`config.mk`:
```
export PLATFORM = sky130hd
export DESIGN_NAME = tricache_ctrl
export DESIGN_NICKNAME = d
export VERILOG_FILES = /design/src/rtl/tricache_pkg.sv /design/src/rtl/tricache_backing.sv /design/src/rtl/tricache_tags.sv /design/src/rtl/tricache_lines.sv /design/src/rtl/tricache_stats.sv /design/src/rtl/tricache_ctrl.sv
export SDC_FILE = /design/constraint.sdc
export NUM_CORES = 2
export LEC_CHECK = 0
export BUFFER_PORTS_ARGS = -buffer_cell sky130_fd_sc_hd__buf_2
export CORE_AREA = 2 2 503 555
export CTS_BUF_LIST = sky130_fd_sc_hd__clkbuf_8
export DETAILED_ROUTE_END_ITERATION = 8
export DIE_AREA = 0 0 505 557
export GPL_TIMING_DRIVEN = 1
export HOLD_SLACK_MARGIN = 0.15
export PLACE_DENSITY = 0.51
export SYNTH_ARGS = -nofsm -noshare
export SYNTH_HDL_FRONTEND = slang
export SYNTH_SLANG_ARGS = --single-unit
```
`constraint.sdc`:
```
create_clock -name clk -period 8.11 [get_ports clk]
set_input_delay 0.811 -clock clk [delete_from_list [all_inputs] [get_ports clk]]
set_output_delay 0.811 -clock clk [all_outputs]
set_load 0.05 [all_outputs]
```
`src/rtl/tricache_pkg.sv`:
```
package tricache_pkg;

    typedef enum logic [1:0] {
        MAP_DIRECT = 2'd0,
        MAP_FULL   = 2'd1,
        MAP_TWOWAY = 2'd2,
        MAP_RSVD   = 2'd3
    } map_mode_e;

    typedef enum logic [0:0] {
        S_IDLE = 1'b0,
        S_FILL = 1'b1
    } ctl_state_e;

endpackage

```
`src/rtl/tricache_backing.sv`:
```
module tricache_backing #(
    parameter int ADDR_W = 8,
    parameter int DATA_W = 8
) (
    input  logic              clk,
    input  logic              wr_en,
    input  logic [ADDR_W-1:0] wr_addr,
    input  logic [DATA_W-1:0] wr_data,
    input  logic [ADDR_W-1:0] rd_a_addr,
    output logic [DATA_W-1:0] rd_a_data,
    input  logic [ADDR_W-1:0] rd_b_addr,
    output logic [DATA_W-1:0] rd_b_data
);
    localparam int DEPTH = 1 << ADDR_W;

    logic [DATA_W-1:0] store_q [DEPTH];

    always_ff @(posedge clk) begin
        if (wr_en) begin
            store_q[wr_addr] <= wr_data;
        end
    end

    // fill port and response port read independently
    assign rd_a_data = store_q[rd_a_addr];
    assign rd_b_data = store_q[rd_b_addr];
endmodule

```
`src/rtl/tricache_tags.sv`:
```
module tricache_tags
    import tricache_pkg::*;
#(
    parameter int LINES = 4,
    parameter int WAYS  = 2,
    parameter int BLK_W = 5
) (
    input  logic                     clk,
    input  logic                     rst_n,
    input  logic                     clear,
    input  map_mode_e                mode,
    input  logic [BLK_W-1:0]         look_blk,
    output logic                     look_hit,
    output logic [$clog2(LINES)-1:0] look_line,
    output logic [$clog2(LINES)-1:0] look_victim,
    input  logic                     inst_en,
    input  logic [$clog2(LINES)-1:0] inst_line,
    input  logic [BLK_W-1:0]         inst_blk
);
    localparam int LINE_W = $clog2(LINES);
    localparam int SETS   = LINES / WAYS;
    localparam int SET_W  = (SETS > 1) ? $clog2(SETS) : 1;
    localparam int WAY_W  = (WAYS > 1) ? $clog2(WAYS) : 1;

    logic [LINES-1:0] valid_q;
    logic [BLK_W-1:0] tag_q [LINES];
    logic [LINE_W-1:0] fa_ptr_q;
    logic [WAY_W-1:0]  way_ptr_q [SETS];

    logic [LINES-1:0] cand;
    logic [LINES-1:0] match;
    logic [SET_W-1:0] look_set;
    logic [SET_W-1:0] inst_set;

    assign look_set = look_blk[SET_W-1:0];
    assign inst_set = SET_W'(inst_line >> WAY_W);

    // which lines may hold the looked-up block in the current mode
    always_comb begin
        for (int l = 0; l < LINES; l++) begin
            unique case (mode)
                MAP_FULL:   cand[l] = 1'b1;
                MAP_TWOWAY: cand[l] = ((l / WAYS) == int'(look_set));
                default:    cand[l] = (l == int'(look_blk[LINE_W-1:0]));
            endcase
        end
    end

    // full block number is stored, so one comparator serves every mode
    generate
        for (genvar g = 0; g < LINES; g++) begin : g_cmp
            assign match[g] = cand[g] & valid_q[g] & (tag_q[g] == look_blk);
        end
    endgenerate

    always_comb begin
        look_line = '0;
        for (int l = LINES - 1; l >= 0; l--) begin
            if (match[l]) look_line = LINE_W'(l);
        end
    end
    assign look_hit = |match;

    always_comb begin
        look_victim = '0;
        unique case (mode)
            MAP_FULL: begin
                look_victim = fa_ptr_q;
                for (int l = LINES - 1; l >= 0; l--) begin
                    if (!valid_q[l]) look_victim = LINE_W'(l);
                end
            end
            MAP_TWOWAY: begin
                look_victim = LINE_W'(int'(look_set) * WAYS + int'(way_ptr_q[look_set]));
                for (int w = WAYS - 1; w >= 0; w--) begin
                    if (!valid_q[int'(look_set) * WAYS + w]) begin
                        look_victim = LINE_W'(int'(look_set) * WAYS + w);
                    end
                end
            end
            default: look_victim = look_blk[LINE_W-1:0];
        endcase
    end

    always_ff @(posedge clk or negedge rst_n) begin
        if (!rst_n) begin
            valid_q  <= '0;
            fa_ptr_q <= '0;
            for (int s = 0; s < SETS; s++) way_ptr_q[s] <= '0;
        end else if (clear) begin
            valid_q  <= '0;
            fa_ptr_q <= '0;
            for (int s = 0; s < SETS; s++) way_ptr_q[s] <= '0;
        end else if (inst_en) begin
            valid_q[inst_line] <= 1'b1;
            // overwriting a valid line means the oldest entry left
            if (valid_q[inst_line]) begin
                if (mode == MAP_FULL) begin
                    fa_ptr_q <= fa_ptr_q + 1'b1;
                end else if (mode == MAP_TWOWAY) begin
                    way_ptr_q[inst_set] <= way_ptr_q[inst_set] + 1'b1;
                end
            end
        end
    end

    always_ff @(posedge clk) begin
        if (inst_en && !clear) begin
            tag_q[inst_line] <= inst_blk;
        end
    end
endmodule

```
`src/rtl/tricache_lines.sv`:
```
module tricache_lines #(
    parameter int LINES      = 4,
    parameter int LINE_BYTES = 8,
    parameter int DATA_W     = 8
) (
    input  logic                          clk,
    input  logic                          wr_en,
    input  logic [$clog2(LINES)-1:0]      wr_line,
    input  logic [$clog2(LINE_BYTES)-1:0] wr_off,
    input  logic [DATA_W-1:0]             wr_data,
    input  logic [$clog2(LINES)-1:0]      rd_line,
    input  logic [$clog2(LINE_BYTES)-1:0] rd_off,
    output logic [DATA_W-1:0]             rd_data
);
    localparam int BYTES = LINES * LINE_BYTES;

    logic [DATA_W-1:0] data_q [BYTES];

    always_ff @(posedge clk) begin
        if (wr_en) begin
            data_q[{wr_line, wr_off}] <= wr_data;
        end
    end

    assign rd_data = data_q[{rd_line, rd_off}];
endmodule

```
`src/rtl/tricache_stats.sv`:
```
module tricache_stats #(
    parameter int CNT_W     = 10,
    parameter int TIME_W    = 15,
    parameter int HIT_COST  = 5,
    parameter int MISS_COST = 25
) (
    input  logic              clk,
    input  logic              rst_n,
    input  logic              clear,
    input  logic              bump,
    input  logic              bump_hit,
    output logic [CNT_W-1:0]  acc_q,
    output logic [CNT_W-1:0]  hit_q,
    output logic [TIME_W-1:0] time_q
);
    localparam logic [TIME_W-1:0] STEP_HIT  = TIME_W'(HIT_COST);
    localparam logic [TIME_W-1:0] STEP_MISS = TIME_W'(HIT_COST + MISS_COST);

    always_ff @(posedge clk or negedge rst_n) begin
        if (!rst_n) begin
            acc_q  <= '0;
            hit_q  <= '0;
            time_q <= '0;
        end else if (clear) begin
            acc_q  <= '0;
            hit_q  <= '0;
            time_q <= '0;
        end else if (bump) begin
            acc_q <= acc_q + 1'b1;
            if (bump_hit) begin
                hit_q  <= hit_q + 1'b1;
                time_q <= time_q + STEP_HIT;
            end else begin
                time_q <= time_q + STEP_MISS;
            end
        end
    end
endmodule

```
`src/rtl/tricache_ctrl.sv`:
```
module tricache_ctrl
    import tricache_pkg::*;
#(
    parameter int ADDR_W     = 8,
    parameter int DATA_W     = 8,
    parameter int LINES      = 4,
    parameter int LINE_BYTES = 8,
    parameter int WAYS       = 2,
    parameter int CNT_W      = 10,
    parameter int TIME_W     = 15,
    parameter int HIT_COST   = 5,
    parameter int MISS_COST  = 25
) (
    input  logic              clk,
    input  logic              rst_n,
    input  logic [1:0]        mode_sel,
    input  logic              flush,
    input  logic              mem_we,
    input  logic [ADDR_W-1:0] mem_waddr,
    input  logic [DATA_W-1:0] mem_wdata,
    input  logic              req_valid,
    input  logic [ADDR_W-1:0] req_addr,
    output logic              req_ready,
    output logic              rsp_valid,
    output logic              rsp_hit,
    output logic [DATA_W-1:0] rsp_data,
    output logic [CNT_W-1:0]  stat_access,
    output logic [CNT_W-1:0]  stat_hit,
    output logic [TIME_W-1:0] stat_time
);
    localparam int OFF_W  = $clog2(LINE_BYTES);
    localparam int BLK_W  = ADDR_W - OFF_W;
    localparam int LINE_W = $clog2(LINES);
    localparam logic [OFF_W-1:0] OFF_LAST = OFF_W'(LINE_BYTES - 1);

    ctl_state_e state_q, state_d;
    map_mode_e  mode_q;

    logic              clear;
    logic              accept;
    logic              fill_wr;
    logic              inst_en;
    logic [OFF_W-1:0]  fill_cnt_q;
    logic [ADDR_W-1:0] req_addr_q;
    logic [LINE_W-1:0] victim_q;
    logic [BLK_W-1:0]  blk_q;

    logic              look_hit;
    logic [LINE_W-1:0] look_line;
    logic [LINE_W-1:0] look_victim;
    logic [DATA_W-1:0] line_rd;
    logic [DATA_W-1:0] fill_byte;
    logic [DATA_W-1:0] miss_byte;

    assign clear  = flush | (mode_sel != mode_q);
    assign accept = req_valid & req_ready;
    assign blk_q  = req_addr_q[ADDR_W-1:OFF_W];

    tricache_backing #(.ADDR_W(ADDR_W), .DATA_W(DATA_W)) u_backing (
        .clk       (clk),
        .wr_en     (mem_we),
        .wr_addr   (mem_waddr),
        .wr_data   (mem_wdata),
        .rd_a_addr ({blk_q, fill_cnt_q}),
        .rd_a_data (fill_byte),
        .rd_b_addr (req_addr_q),
        .rd_b_data (miss_byte)
    );

    tricache_tags #(.LINES(LINES), .WAYS(WAYS), .BLK_W(BLK_W)) u_tags (
        .clk         (clk),
        .rst_n       (rst_n),
        .clear       (clear),
        .mode        (mode_q),
        .look_blk    (req_addr[ADDR_W-1:OFF_W]),
        .look_hit    (look_hit),
        .look_line   (look_line),
        .look_victim (look_victim),
        .inst_en     (inst_en),
        .inst_line   (victim_q),
        .inst_blk    (blk_q)
    );

    tricache_lines #(.LINES(LINES), .LINE_BYTES(LINE_BYTES), .DATA_W(DATA_W)) u_lines (
        .clk     (clk),
        .wr_en   (fill_wr),
        .wr_line (victim_q),
        .wr_off  (fill_cnt_q),
        .wr_data (fill_byte),
        .rd_line (look_line),
        .rd_off  (req_addr[OFF_W-1:0]),
        .rd_data (line_rd)
    );

    tricache_stats #(
        .CNT_W(CNT_W), .TIME_W(TIME_W), .HIT_COST(HIT_COST), .MISS_COST(MISS_COST)
    ) u_stats (
        .clk      (clk),
        .rst_n    (rst_n),
        .clear    (clear),
        .bump     (accept),
        .bump_hit (look_hit),
        .acc_q    (stat_access),
        .hit_q    (stat_hit),
        .time_q   (stat_time)
    );

    // state register
    always_ff @(posedge clk or negedge rst_n) begin
        if (!rst_n) state_q <= S_IDLE;
        else        state_q <= state_d;
    end

    // next state and per-state controls
    always_comb begin
        state_d   = state_q;
        req_ready = 1'b0;
        fill_wr   = 1'b0;
        inst_en   = 1'b0;
        unique case (state_q)
            S_IDLE: begin
                req_ready = !clear;
                if (req_valid && !clear && !look_hit) state_d = S_FILL;
            end
            S_FILL: begin
                if (clear) begin
                    state_d = S_IDLE;
                end else begin
                    fill_wr = 1'b1;
                    if (fill_cnt_q == OFF_LAST) begin
                        inst_en = 1'b1;
                        state_d = S_IDLE;
                    end
                end
            end
            default: state_d = S_IDLE;
        endcase
    end

    always_ff @(posedge clk or negedge rst_n) begin
        if (!rst_n) begin
            mode_q     <= MAP_DIRECT;
            fill_cnt_q <= '0;
            req_addr_q <= '0;
            victim_q   <= '0;
        end else begin
            mode_q <= map_mode_e'(mode_sel);
            if (accept) begin
                fill_cnt_q <= '0;
                req_addr_q <= req_addr;
                victim_q   <= look_victim;
            end else if (fill_wr) begin
                fill_cnt_q <= fill_cnt_q + 1'b1;
            end
        end
    end

    always_ff @(posedge clk or negedge rst_n) begin
        if (!rst_n) begin
            rsp_valid <= 1'b0;
            rsp_hit   <= 1'b0;
            rsp_data  <= '0;
        end else begin
            rsp_valid <= 1'b0;
            if (accept && look_hit) begin
                rsp_valid <= 1'b1;
                rsp_hit   <= 1'b1;
                rsp_data  <= line_rd;
            end else if (inst_en) begin
                rsp_valid <= 1'b1;
                rsp_hit   <= 1'b0;
                rsp_data  <= miss_byte;
            end
        end
    end
endmodule

```
==> run summary <==
Max-cap violation count - 0
GP Congestion - 0.837
Vias in the first global route - 62,795
Hold path start - req_addr[1]
Slew @ Worst Pin - 1.44 ns
R2R setup slack - 2.48 ns
CTS HTree Levels - 5
Die Height - 557 µm
Syn_nets - 5,627
Post-route clock period utilization - 69.4%
Layout Cells excl Fill - 9,931
Nets - 5,971
Fill cell count - 23,879
All-Layer GR Usage - 25.9%
Floorplan row count - 203
Grt peak-use layer - met2
Mapped Cells - 5,584
Clk sinks - 2,393
RR Startpoint - fill_cnt_q[0]
R2r worst-path depth - 7
Worst Hold Path EP - req_addr_q[1]
Setup TNS Final - 0 ns
Initial Utilization - 39.8%
Count of cell types in the netlist - 69
Fin crit period - 5.63 ns
Logic gate share of total power - 25.0%
TritonCTS clock tree - yes
First-pass GRT wire length - 510,000 µm
Share of post-route cells with drive strength above 1 - 34.0%
P_int - 22.2 mW
Cts repair resizes - 0
GR Util met3 - 4.79%
Total grt overflow - 0
Clock transition at path regs - 0.06 ns
Initial DRC Count - 7,772
Hold Crit Class - input port to flop
Die width - 505 µm
Antenna violations before repair - 27
Worst R2R End - u_lines.data_q[0][2]
GR Util met1 - 34.6%
CTS Buf Count - 401
Final Hold Fails - 0
Post-CTS setup buffers - 0
Routed WL per cell - 37.1 µm
Register area - 0.0715 mm²
Slew Limit Headroom - 3.76%
Root Buffer - clkbuf_8
Via count - 61,850
Critical path class - flop to flop
Vias per cell - 6.23
VDD IR-drop max - 188 µV
FF+latch count, synth - 2,393
Clock skew - 0.0528 ns
CP Max Fanout - 35
Clock Path Buffers - 4
Switching share of power - 31.6%
PnR Total Power - 32.5 mW
Largest net degree at the start of global routing - 145
CORE AREA - 0.276 mm²
Residual DRC - 0
Synth warn - 0
Routed Wire Length - 368,000 µm
Worst Hold Depth - 3
Arrival time worst endpoint - 6.06 ns
Data required, critical path - 8.55 ns
Synth-to-Final Area Change - 11.8%
Power share of the clock group - 31.5%
# IOs - 77
Seq/Total Area, Yosys - 65.0%
Static Leak - 37.9 nW
Unrepaired setup endpoints after global routing - false
Net Switching - 10.3 mW
Cell Area, Placed - 0.115 mm²
Multi-input logic area - 0.0364 mm²
Fmax - 0.178 GHz
Routing usage on met2 - 42.3%
Placed cells - 9,207
# hold bufs at CTS - 7
Status - completed
Power per cell area - 264 mW/mm²
DR pass1 iterations - 5
Clk_lat worst skew - 1.03 ns
Setup Viol. Count Final - 0
Number of synthesized flops with an enable pin - 2,324
Hold slack - 0.257 ns
Design Area, Final - 0.123 mm²
Post-DP HPWL - 233,000 µm
Worst setup EP type - flop
IO buf count - 76
CP Launch Type - flop
ANT nets after route - 0
Mapped Area - 0.110 mm²
Max Slew Vio Count - 0
Die area - 0.281 mm²
Fraction of registers with async set or reset after synthesis - 2.88%
Synth Area per Inst - 19.7 µm²
Dominant synthesized flop cell - edfxtp_1
Reg power frac - 43.4%
cells by family (layout without fill, tap and decap cells):
family | after synthesis | after routing | synth area share [%]
AOI/OAI and AO/OA | 438 | 438 | 2.79
xor gates and xnor gates | 41 | 41 | 0.327
adders and majority gates | 12 | 12 | 0.137
buffers and inverters | 445 | 1095 | 1.97
DFF | 2393 | 2393 | 65.0
muxes | 1407 | 1407 | 26.4
other | 0 | 7 | 0
and+or+nand+nor | 848 | 848 | 3.36
critical path: stages (launching register included):
cell and delay [ns]:
dfrtp_4 0.90, buf_4 0.48, buf_4 0.69, mux4_2 0.61
mux4_2 0.54, mux4_2 0.57, a22oi_1 0.31, nand2_1 0.77
synthesized netlist by cell type, types with 6 or more instances:
cell type  number  area, µm²
a2111oi_0      10       87.6
a211o_1         7       61.3
a211oi_1       22        165
a21o_1         10       75.1
a21oi_1        71        355
a22oi_1        51        383
a311oi_1        9       78.8
a31oi_1        25        156
a32oi_1         6       52.6
and2_1          8       50.1
and3_1         24        150
buf_1          43        161
buf_2         115        576
buf_4          39        293
buf_6          27        304
clkbuf_1      202        758
dfrtp_1        69       1730
edfxtp_1     2324      69800
ha_1           12        150
inv_1          17       63.8
mux2_2         21        236
mux2i_1       196       1960
mux4_2       1190      26800
nand2_1       240        901
nand2b_1       14       87.6
nand3_1        63        315
nand4_1        29        181
nor2_1        358       1340
nor2b_1        24        150
nor3_1         45        225
nor4_1          9       56.3
o211ai_1       16        120
o21ai_0        58        290
o221ai_1       54        473
o22ai_1        46        288
o311ai_0        6       52.6
or3_1          14       87.6
or4_1           6       45.0
xnor2_1        15        131
xor2_1         26        228
sequential cells by signal, indices dropped and copies added, names as in the netlist, 2 cells and up:
signal             cells
u_tags.tag_q          20
mode_q                 2
rsp_data               8
u_stats.acc_q         10
u_tags.fa_ptr_q        2
u_lines.data_q       256
fill_cnt_q             3
u_backing.store_q   2048
u_tags.valid_q         4
u_stats.time_q        15
victim_q               2
u_tags.way_ptr_q       2
req_addr_q             8
u_stats.hit_q         10
area by class of cell:
cell class	count	share of cell area [%]
diodes	7	0.0143
clock buffers	411	4.60
clock inverters	298	1.39
inverters	19	0.0702
multi-input cells	2746	29.6
flip-flops and latches	2393	58.2
well taps	3690	3.76
repair buffers	367	2.35
layout by cell type, fill, tap and decap left out, drive strengths merged, types with 45 or more instances in the layout:
| cell type | n |
|---|---|
| clkbuf | 420 |
| a22oi | 51 |
| nor3 | 45 |
| dfrtp | 69 |
| mux4 | 1190 |
| edfxtp | 2324 |
| clkinv | 151 |
| inv | 145 |
| nand3 | 63 |
| nor2 | 358 |
| o22ai | 46 |
| a21oi | 71 |
| mux2i | 196 |
| buf | 351 |
| nand2 | 241 |
| o21ai | 58 |
| o221ai | 54 |
how the worst max path moves through the flow:
stage	startpoint	cells past startpoint	to	slack (ns)
after floorplan	mode_sel[1]	10	u_stats.time_q[14]	4.48
after global placement	fill_cnt_q[0]	7	u_lines.data_q[0][2]	2.61
after detailed placement	fill_cnt_q[0]	7	u_lines.data_q[0][2]	2.53
after CTS	fill_cnt_q[0]	7	u_lines.data_q[1][2]	2.48
after global routing	fill_cnt_q[0]	7	u_lines.data_q[1][2]	2.27
final	fill_cnt_q[0]	7	u_lines.data_q[0][2]	2.48
layer usage:
metal  up-vias  wire [µm]
met5         -         62
met4        10      15100
met3       629      27600
met2      2802     179000
met1     33749     147000
li1      24660          -
power groups by stage:
| stage | combinational [mW] | clock, mW | sequential, mW |
|---|---|---|---|
| final | 8.13 | 10.2 | 14.1 |
| after CTS | 8.15 | 10.4 | 14.1 |
| after floorplan | 5.01 | 0 | 14.2 |
| after detailed placement | 8.13 | 0 | 14.4 |
| after global placement | 8.11 | 0 | 14.4 |
| after global routing | 8.44 | 11.0 | 14.1 |
per-stage QoR:
step,worst slack (ns),util [%]
after detailed placement,2.53,41.8
after global placement,2.61,41.8
final,2.48,44.5
after CTS,2.48,44.5
after global routing,2.27,44.5
after floorplan,4.48,-
No activity file was read; power rests on OpenSTA's default activity.
